`config.mk`:
```
export PLATFORM = sky130hd
export DESIGN_NAME = slt_unit
export DESIGN_NICKNAME = d
export VERILOG_FILES = /design/src/rtl/slt_pkg.sv /design/src/rtl/slt_opsel.sv /design/src/rtl/slt_magcmp.sv /design/src/rtl/slt_unit.sv
export SDC_FILE = /design/constraint.sdc
export NUM_CORES = 1
export LEC_CHECK = 0
export CORE_ASPECT_RATIO = 1.4
export CORE_MARGIN = 2
export CORE_UTILIZATION = 46
export DETAILED_ROUTE_END_ITERATION = 8
export DONT_BUFFER_PORTS = 1
export PLACE_DENSITY = 0.73
export SLEW_MARGIN = 20
export SYNTH_ARGS = -nofsm -noshare
export SYNTH_HDL_FRONTEND = slang
export SYNTH_SLANG_ARGS = --single-unit
```
`constraint.sdc`:
```
create_clock -name vclk -period 6.6
set_input_delay 1.98 -clock vclk [all_inputs]
set_output_delay 1.98 -clock vclk [all_outputs]
set_load 0.05 [all_outputs]
```
`src/rtl/slt_pkg.sv`:
```
package slt_pkg;

    localparam int unsigned DATA_W  = 32;
    localparam int unsigned IMM_W   = 16;
    localparam int unsigned CHUNK_W = 8;

    typedef struct packed {
        logic use_imm;
        logic is_signed;
    } slt_mode_t;

endpackage

```
`src/rtl/slt_opsel.sv`:
```
module slt_opsel #(
    parameter int unsigned DATA_W = slt_pkg::DATA_W,
    parameter int unsigned IMM_W  = slt_pkg::IMM_W
) (
    input  logic [DATA_W-1:0] opa_i,
    input  logic [DATA_W-1:0] opb_i,
    input  logic [IMM_W-1:0]  imm_i,
    input  slt_pkg::slt_mode_t mode_i,
    output logic [DATA_W-1:0] rhs_o,
    output logic [DATA_W-1:0] cmp_a_o,
    output logic [DATA_W-1:0] cmp_b_o
);

    localparam int unsigned EXT_W = DATA_W - IMM_W;

    typedef struct packed {
        logic [DATA_W-1:0] rhs;
        logic [DATA_W-1:0] a;
        logic [DATA_W-1:0] b;
    } opsel_t;

    opsel_t sel_d;
    logic [DATA_W-1:0] imm_ext_d;

    always_comb begin
        imm_ext_d = {{EXT_W{imm_i[IMM_W-1]}}, imm_i};
        sel_d.rhs = mode_i.use_imm ? imm_ext_d : opb_i;
        // Flipping the sign bit maps two's-complement order onto unsigned order.
        sel_d.a   = opa_i;
        sel_d.b   = sel_d.rhs;
        if (mode_i.is_signed) begin
            sel_d.a[DATA_W-1] = ~opa_i[DATA_W-1];
            sel_d.b[DATA_W-1] = ~sel_d.rhs[DATA_W-1];
        end
    end

    assign rhs_o   = sel_d.rhs;
    assign cmp_a_o = sel_d.a;
    assign cmp_b_o = sel_d.b;

    always_comb begin
        if (mode_i.use_imm) begin
            AST_IMM_SIGN_FILL: assert (rhs_o[DATA_W-1:IMM_W] == {EXT_W{imm_i[IMM_W-1]}})
                else $error("upper bits of immediate not sign fill");
            AST_IMM_LOW_BITS: assert (rhs_o[IMM_W-1:0] == imm_i)
                else $error("immediate low bits altered");
        end
    end

endmodule

```
`src/rtl/slt_magcmp.sv`:
```
module slt_magcmp #(
    parameter int unsigned DATA_W  = slt_pkg::DATA_W,
    parameter int unsigned CHUNK_W = slt_pkg::CHUNK_W
) (
    input  logic [DATA_W-1:0] x_i,
    input  logic [DATA_W-1:0] y_i,
    output logic              lt_o,
    output logic              eq_o
);

    localparam int unsigned NCHUNK = DATA_W / CHUNK_W;

    logic [NCHUNK-1:0] lt_c_d;
    logic [NCHUNK-1:0] eq_c_d;
    logic [NCHUNK-1:0] chain_lt_d;

    for (genvar g = 0; g < NCHUNK; g++) begin : g_chunk
        always_comb begin
            lt_c_d[g] = x_i[g*CHUNK_W +: CHUNK_W] < y_i[g*CHUNK_W +: CHUNK_W];
            eq_c_d[g] = x_i[g*CHUNK_W +: CHUNK_W] == y_i[g*CHUNK_W +: CHUNK_W];
        end
        if (g == 0) begin : g_first
            assign chain_lt_d[g] = lt_c_d[g];
        end else begin : g_rest
            // A higher chunk decides unless it ties, then the lower result stands.
            assign chain_lt_d[g] = lt_c_d[g] | (eq_c_d[g] & chain_lt_d[g-1]);
        end
    end

    assign lt_o = chain_lt_d[NCHUNK-1];
    assign eq_o = &eq_c_d;

    always_comb begin
        AST_LT_EQ_EXCL: assert (!(lt_o && eq_o))
            else $error("less and equal both reported");
        if (eq_o) begin
            AST_EQ_MATCH: assert (x_i == y_i)
                else $error("equal flag on differing operands");
        end
    end

endmodule

```
`src/rtl/slt_unit.sv`:
```
module slt_unit #(
    parameter int unsigned DATA_W  = slt_pkg::DATA_W,
    parameter int unsigned IMM_W   = slt_pkg::IMM_W,
    parameter int unsigned CHUNK_W = slt_pkg::CHUNK_W
) (
    input  logic [DATA_W-1:0] opa_i,
    input  logic [DATA_W-1:0] opb_i,
    input  logic [IMM_W-1:0]  imm_i,
    input  logic              imm_sel_i,
    input  logic              signed_sel_i,
    output logic [DATA_W-1:0] slt_o
);

    slt_pkg::slt_mode_t mode_d;
    logic [DATA_W-1:0]  rhs_d;
    logic [DATA_W-1:0]  cmp_a_d;
    logic [DATA_W-1:0]  cmp_b_d;
    logic               lt_d;
    logic               eq_d;

    always_comb begin
        mode_d.use_imm   = imm_sel_i;
        mode_d.is_signed = signed_sel_i;
    end

    slt_opsel #(
        .DATA_W (DATA_W),
        .IMM_W  (IMM_W)
    ) u_opsel (
        .opa_i   (opa_i),
        .opb_i   (opb_i),
        .imm_i   (imm_i),
        .mode_i  (mode_d),
        .rhs_o   (rhs_d),
        .cmp_a_o (cmp_a_d),
        .cmp_b_o (cmp_b_d)
    );

    slt_magcmp #(
        .DATA_W  (DATA_W),
        .CHUNK_W (CHUNK_W)
    ) u_magcmp (
        .x_i  (cmp_a_d),
        .y_i  (cmp_b_d),
        .lt_o (lt_d),
        .eq_o (eq_d)
    );

    always_comb begin
        slt_o    = '0;
        slt_o[0] = lt_d;
    end

    always_comb begin
        AST_UPPER_ZERO: assert (slt_o[DATA_W-1:1] == '0)
            else $error("result upper bits nonzero");
        if (signed_sel_i) begin
            AST_SIGNED_ORDER: assert (slt_o[0] == ($signed(opa_i) < $signed(rhs_d)))
                else $error("signed ordering mismatch");
        end else begin
            AST_UNSIGNED_ORDER: assert (slt_o[0] == (opa_i < rhs_d))
                else $error("unsigned ordering mismatch");
        end
        if (opa_i == rhs_d) begin
            AST_EQUAL_ZERO: assert (slt_o == '0)
                else $error("equal operands gave nonzero");
        end
        if (!eq_d && !lt_d) begin
            AST_GREATER_ZERO: assert (slt_o[0] == 1'b0)
                else $error("greater case gave one");
        end
    end

endmodule

```
# Word level (Yosys, flattened, before mapping)
# Cells that the tools add are included.
# Widths: inputs -> output; s select.
# totals
regBits	0
latch_bits	0
ramBits	0
romBits	0
inputBits	82
wordCells	18
n_memories	0
# op_classes
add_sub_neg	0
mul	0
div_mod_pow	0
n_lt_le_gt_ge	4
n_eq_ne	3
n_shift	0
n_mux	3
bitwise	8
reduce_logical	0
# op_table
op	n
$lt 8x8->1	4
$mux 32	1
$eq 8x8->1	3
$and 1x1->1	3
$or 1x1->1	3
$mux 1	2
$not 1->1	2

# Longest topological paths before layout
# logic_depth
ltp_word	8
ltp_mapped	12
mapped_depth_nobuf	9

# Hierarchy
# A second synthesis with hierarchy kept.
# hier_totals
cells_unflattened	263
hier_area_um2	1960.6
# modules_own_cells
mod	instances	cells_each	area_per_inst_um2
slt_opsel	1	119	913.4
slt_magcmp	1	111	803.3
slt_unit	1	33	244.0

# Worst setup path before layout
# OpenSTA, ideal clock, no wires.
# synth_timing
path_kind	input to output
start	in imm_sel_i
end	out slt_o[0]
arrival_time_ns	4.161
t_required_ns	4.620
slack_ns	0.459
cell_stages	12
n_path_buf	4
cell_sequence	buf_2 > and2_1 > clkbuf_1 > buf_2 > a21oi_1 > ha_1 > nand3_1 > or3_1 > nor4_1 > a22oi_1 > o21ai_0 > buf_4
# synth_via
elab_chain_len	8
word_cells_on_any_way	16
# synth_lines
item	line	text
from (decl)	slt_unit.sv:9	input logic imm_sel_i,
$mux 32 (*)	slt_opsel.sv:27	sel_d.rhs = mode_i.use_imm ? imm_ext_d : opb_i;
$lt 8x8->1 / $eq 8x8->1 (equally long branches)	slt_magcmp.sv:19, slt_magcmp.sv:20	
$and 1x1->1	slt_magcmp.sv:26	assign chain_lt_d[g] = lt_c_d[g] | (eq_c_d[g] & chain_lt_d[g-1]);
$or 1x1->1	slt_magcmp.sv:26	
$and 1x1->1	slt_magcmp.sv:26	
$or 1x1->1	slt_magcmp.sv:26	
$and 1x1->1	slt_magcmp.sv:26	
$or 1x1->1 (*)	slt_magcmp.sv:26	
to (decl)	slt_unit.sv:11	output logic [DATA_W-1:0] slt_o
# Mark *: on every way between the ends. The rest lies on a longest branch, timed or not.

# Worst setup path after layout
# Same ends and word-level chain as after synthesis.

==> metrics.txt <==
status finished clean; vias in the first global route roughly 950; P_sw roughly 0.077 mW; die width roughly 47 µm; static leakage approximately 0.59 nW; Slew Viols, Final 0; final worst setup slack ~0.44 ns; top cell family by delay on the critical path simple AND/OR/NAND/NOR gates; fmax roughly 160 MHz; hpwl dp ~2.4 mm; sequential share of power 0; Slew headroom 0.623; fin crit period 6.16 ns; initial drt markers 15; IO Pins approximately 110; max cap viols 0; Mapped Cells approximately 160; number of buffers added for setup after CTS 0; sw frac 0.696; total iterations of the first detailed-routing run 4; fin nets 265; via count of the routed design about 1000; Seq cells 0; largest net degree at the start of global routing 18; peak supply drop between 0.06 and 0.07 mV; Critical Path Max Stage Delay between 0.4 and 0.5 ns; # rows 22; crit path DAT between 4 and 5 ns; final critical-path share of the clock period 0.933; CP required 4.62 ns; Slew @ Worst Pin between 0.5 and 0.6 ns; Place WS 0.412 ns; gr ovfl total 0; critical path launch point type input port; utilization after layout 0.437; Critical Path Source imm_sel_i; pwr/cell area between 90 and 100 nW/µm²; Die Span Y approximately 65 µm; post-synthesis sequential area ratio 0; Yosys cell types 32; hold_buf cts 0; Initial Util 0.472; CLK BUF 0; Fill cells 283; Clk network pwr share 0; CORE AREA 2560 µm²; Remaining DRCs 0; Post-Route WL 2.57 mm; post-synthesis average cell area 7.80 µm²; remaining antenna violation count after routing 0; CP max FO 17; crit path kind input port to primary output; CP Depth 10; antenna cells 0; final setup TNS 0 ns; CP max stage cell and2_1; fin cells about 190; first-pass GRT wire length around 3.6 mm; CP Buf/Inv Count 1; most frequent cells in the layout ha_1 (31), conb_1 (31), a21oi_1 (24); GPL Wtd Cong between 0.7 and 0.8; mapped cell area between 1000 and 1500 µm²; worst setup path end slt_o[0]; layout cell share with drive strength beyond 1 0.0267; Crit. End Element primary output; DP Cell Count 186; post-CTS sizing 0; antenna violations before repair 0; Layout Area Growth over Synthesis -7.45%; worst hold path type input port to primary output; vias per cell between 5 and 6; Final setup viols 0; Cell Int Power around 0.033 mW; Fin. Hold Viols 0; register area 0 µm²; Yosys warning total 0; die area 3060 µm²; combinational group share of total power 1.000; drt wl/cell 13.8 µm; RSZ-0062 raised after global routing no; Overall Global Routing Usage 0.151; I/O Buffers 0; crit path cell chain and2_1 -> a21oi_1 -> xor2_1 -> ha_1 -> nand3_1 -> or3_1 -> nor4_1 -> a22oi_1 -> o21ai_1 -> buf_4
==> layout make-up <==
class | instances | area, µm² | area share
multi-input cells | 142 | 1040 | 0.926
well taps | 36 | 45.0 | 0.0403
inverters | 6 | 22.5 | 0.0201
repair buffers | 2 | 15.0 | 0.0134
==> synthesized netlist by cell type, types with 2 or more instances <==
library cell / number / area [µm²]
o211ai_1: 2 / 15.0
buf_2: 3 / 15.0
a21oi_1: 24 / 120
nand4_1: 3 / 18.8
nand2_1: 4 / 15.0
nor3_1: 2 / 10.0
clkbuf_1: 2 / 7.51
inv_1: 5 / 18.8
a21o_1: 3 / 22.5
ha_1: 31 / 388
xor2_1: 2 / 17.5
buf_4: 32 / 240
o21ai_0: 2 / 10.0
o221ai_1: 2 / 17.5
nand3_1: 4 / 20.0
mux2i_1: 13 / 130
mux2_2: 2 / 22.5
nor2_1: 4 / 15.0
and3_1: 2 / 12.5
==> metrics by stage <==
| stage | area [µm²] | hold WS (ns) | power [mW] |
|---|---|---|---|
| floorplan | 1320 | 4.49 | 0.114 |
| global placement | 1120 | 4.55 | 0.106 |
| global route | 1120 | 4.59 | 0.123 |
| CTS | 1120 | 4.54 | 0.110 |
| detailed placement | 1120 | 4.54 | 0.110 |
| finish | 1120 | 4.54 | 0.110 |
==> logic make-up after synthesis <==
family          after synthesis  share of synthesized area
compound gates               40                      0.203
xor+xnor                      2                     0.0145
fa+ha+maj                    31                      0.321
buf+inv                      43                      0.236
mux                          15                      0.126
other cells                   1                    0.00310
simple gates                 23                     0.0963
==> metal layers <==
layer / wire, µm / vias up / global-route usage
met4: 0 / 0 / 0
met2: 1440 / 72 / 0.324
li1: - / 500 / -
met3: 217 / 0 / 0.00836
met1: 908 / 454 / 0.148
met5: 0 / - / 0
==> how the worst min path moves through the flow <==
stage,end,depth (start not counted),from,slack [ns]
6_report,slt_o[0],5,opa_i[23],4.54
5_1_grt,slt_o[0],5,opa_i[23],4.59
4_1_cts,slt_o[0],5,opa_i[23],4.54
3_5_place_dp,slt_o[0],5,opa_i[23],4.54
3_3_place_gp,slt_o[0],5,opa_i[23],4.55
2_1_floorplan,slt_o[0],5,opa_i[23],4.49
==> power groups by stage <==
stage          clock, mW  combinational (mW)  sequential, mW
6_report               0               0.110               0
5_1_grt                0               0.123               0
4_1_cts                0               0.110               0
3_5_place_dp           0               0.110               0
3_3_place_gp           0               0.106               0
2_1_floorplan          0               0.114               0
No activity file was read; power rests on OpenSTA's default activity.
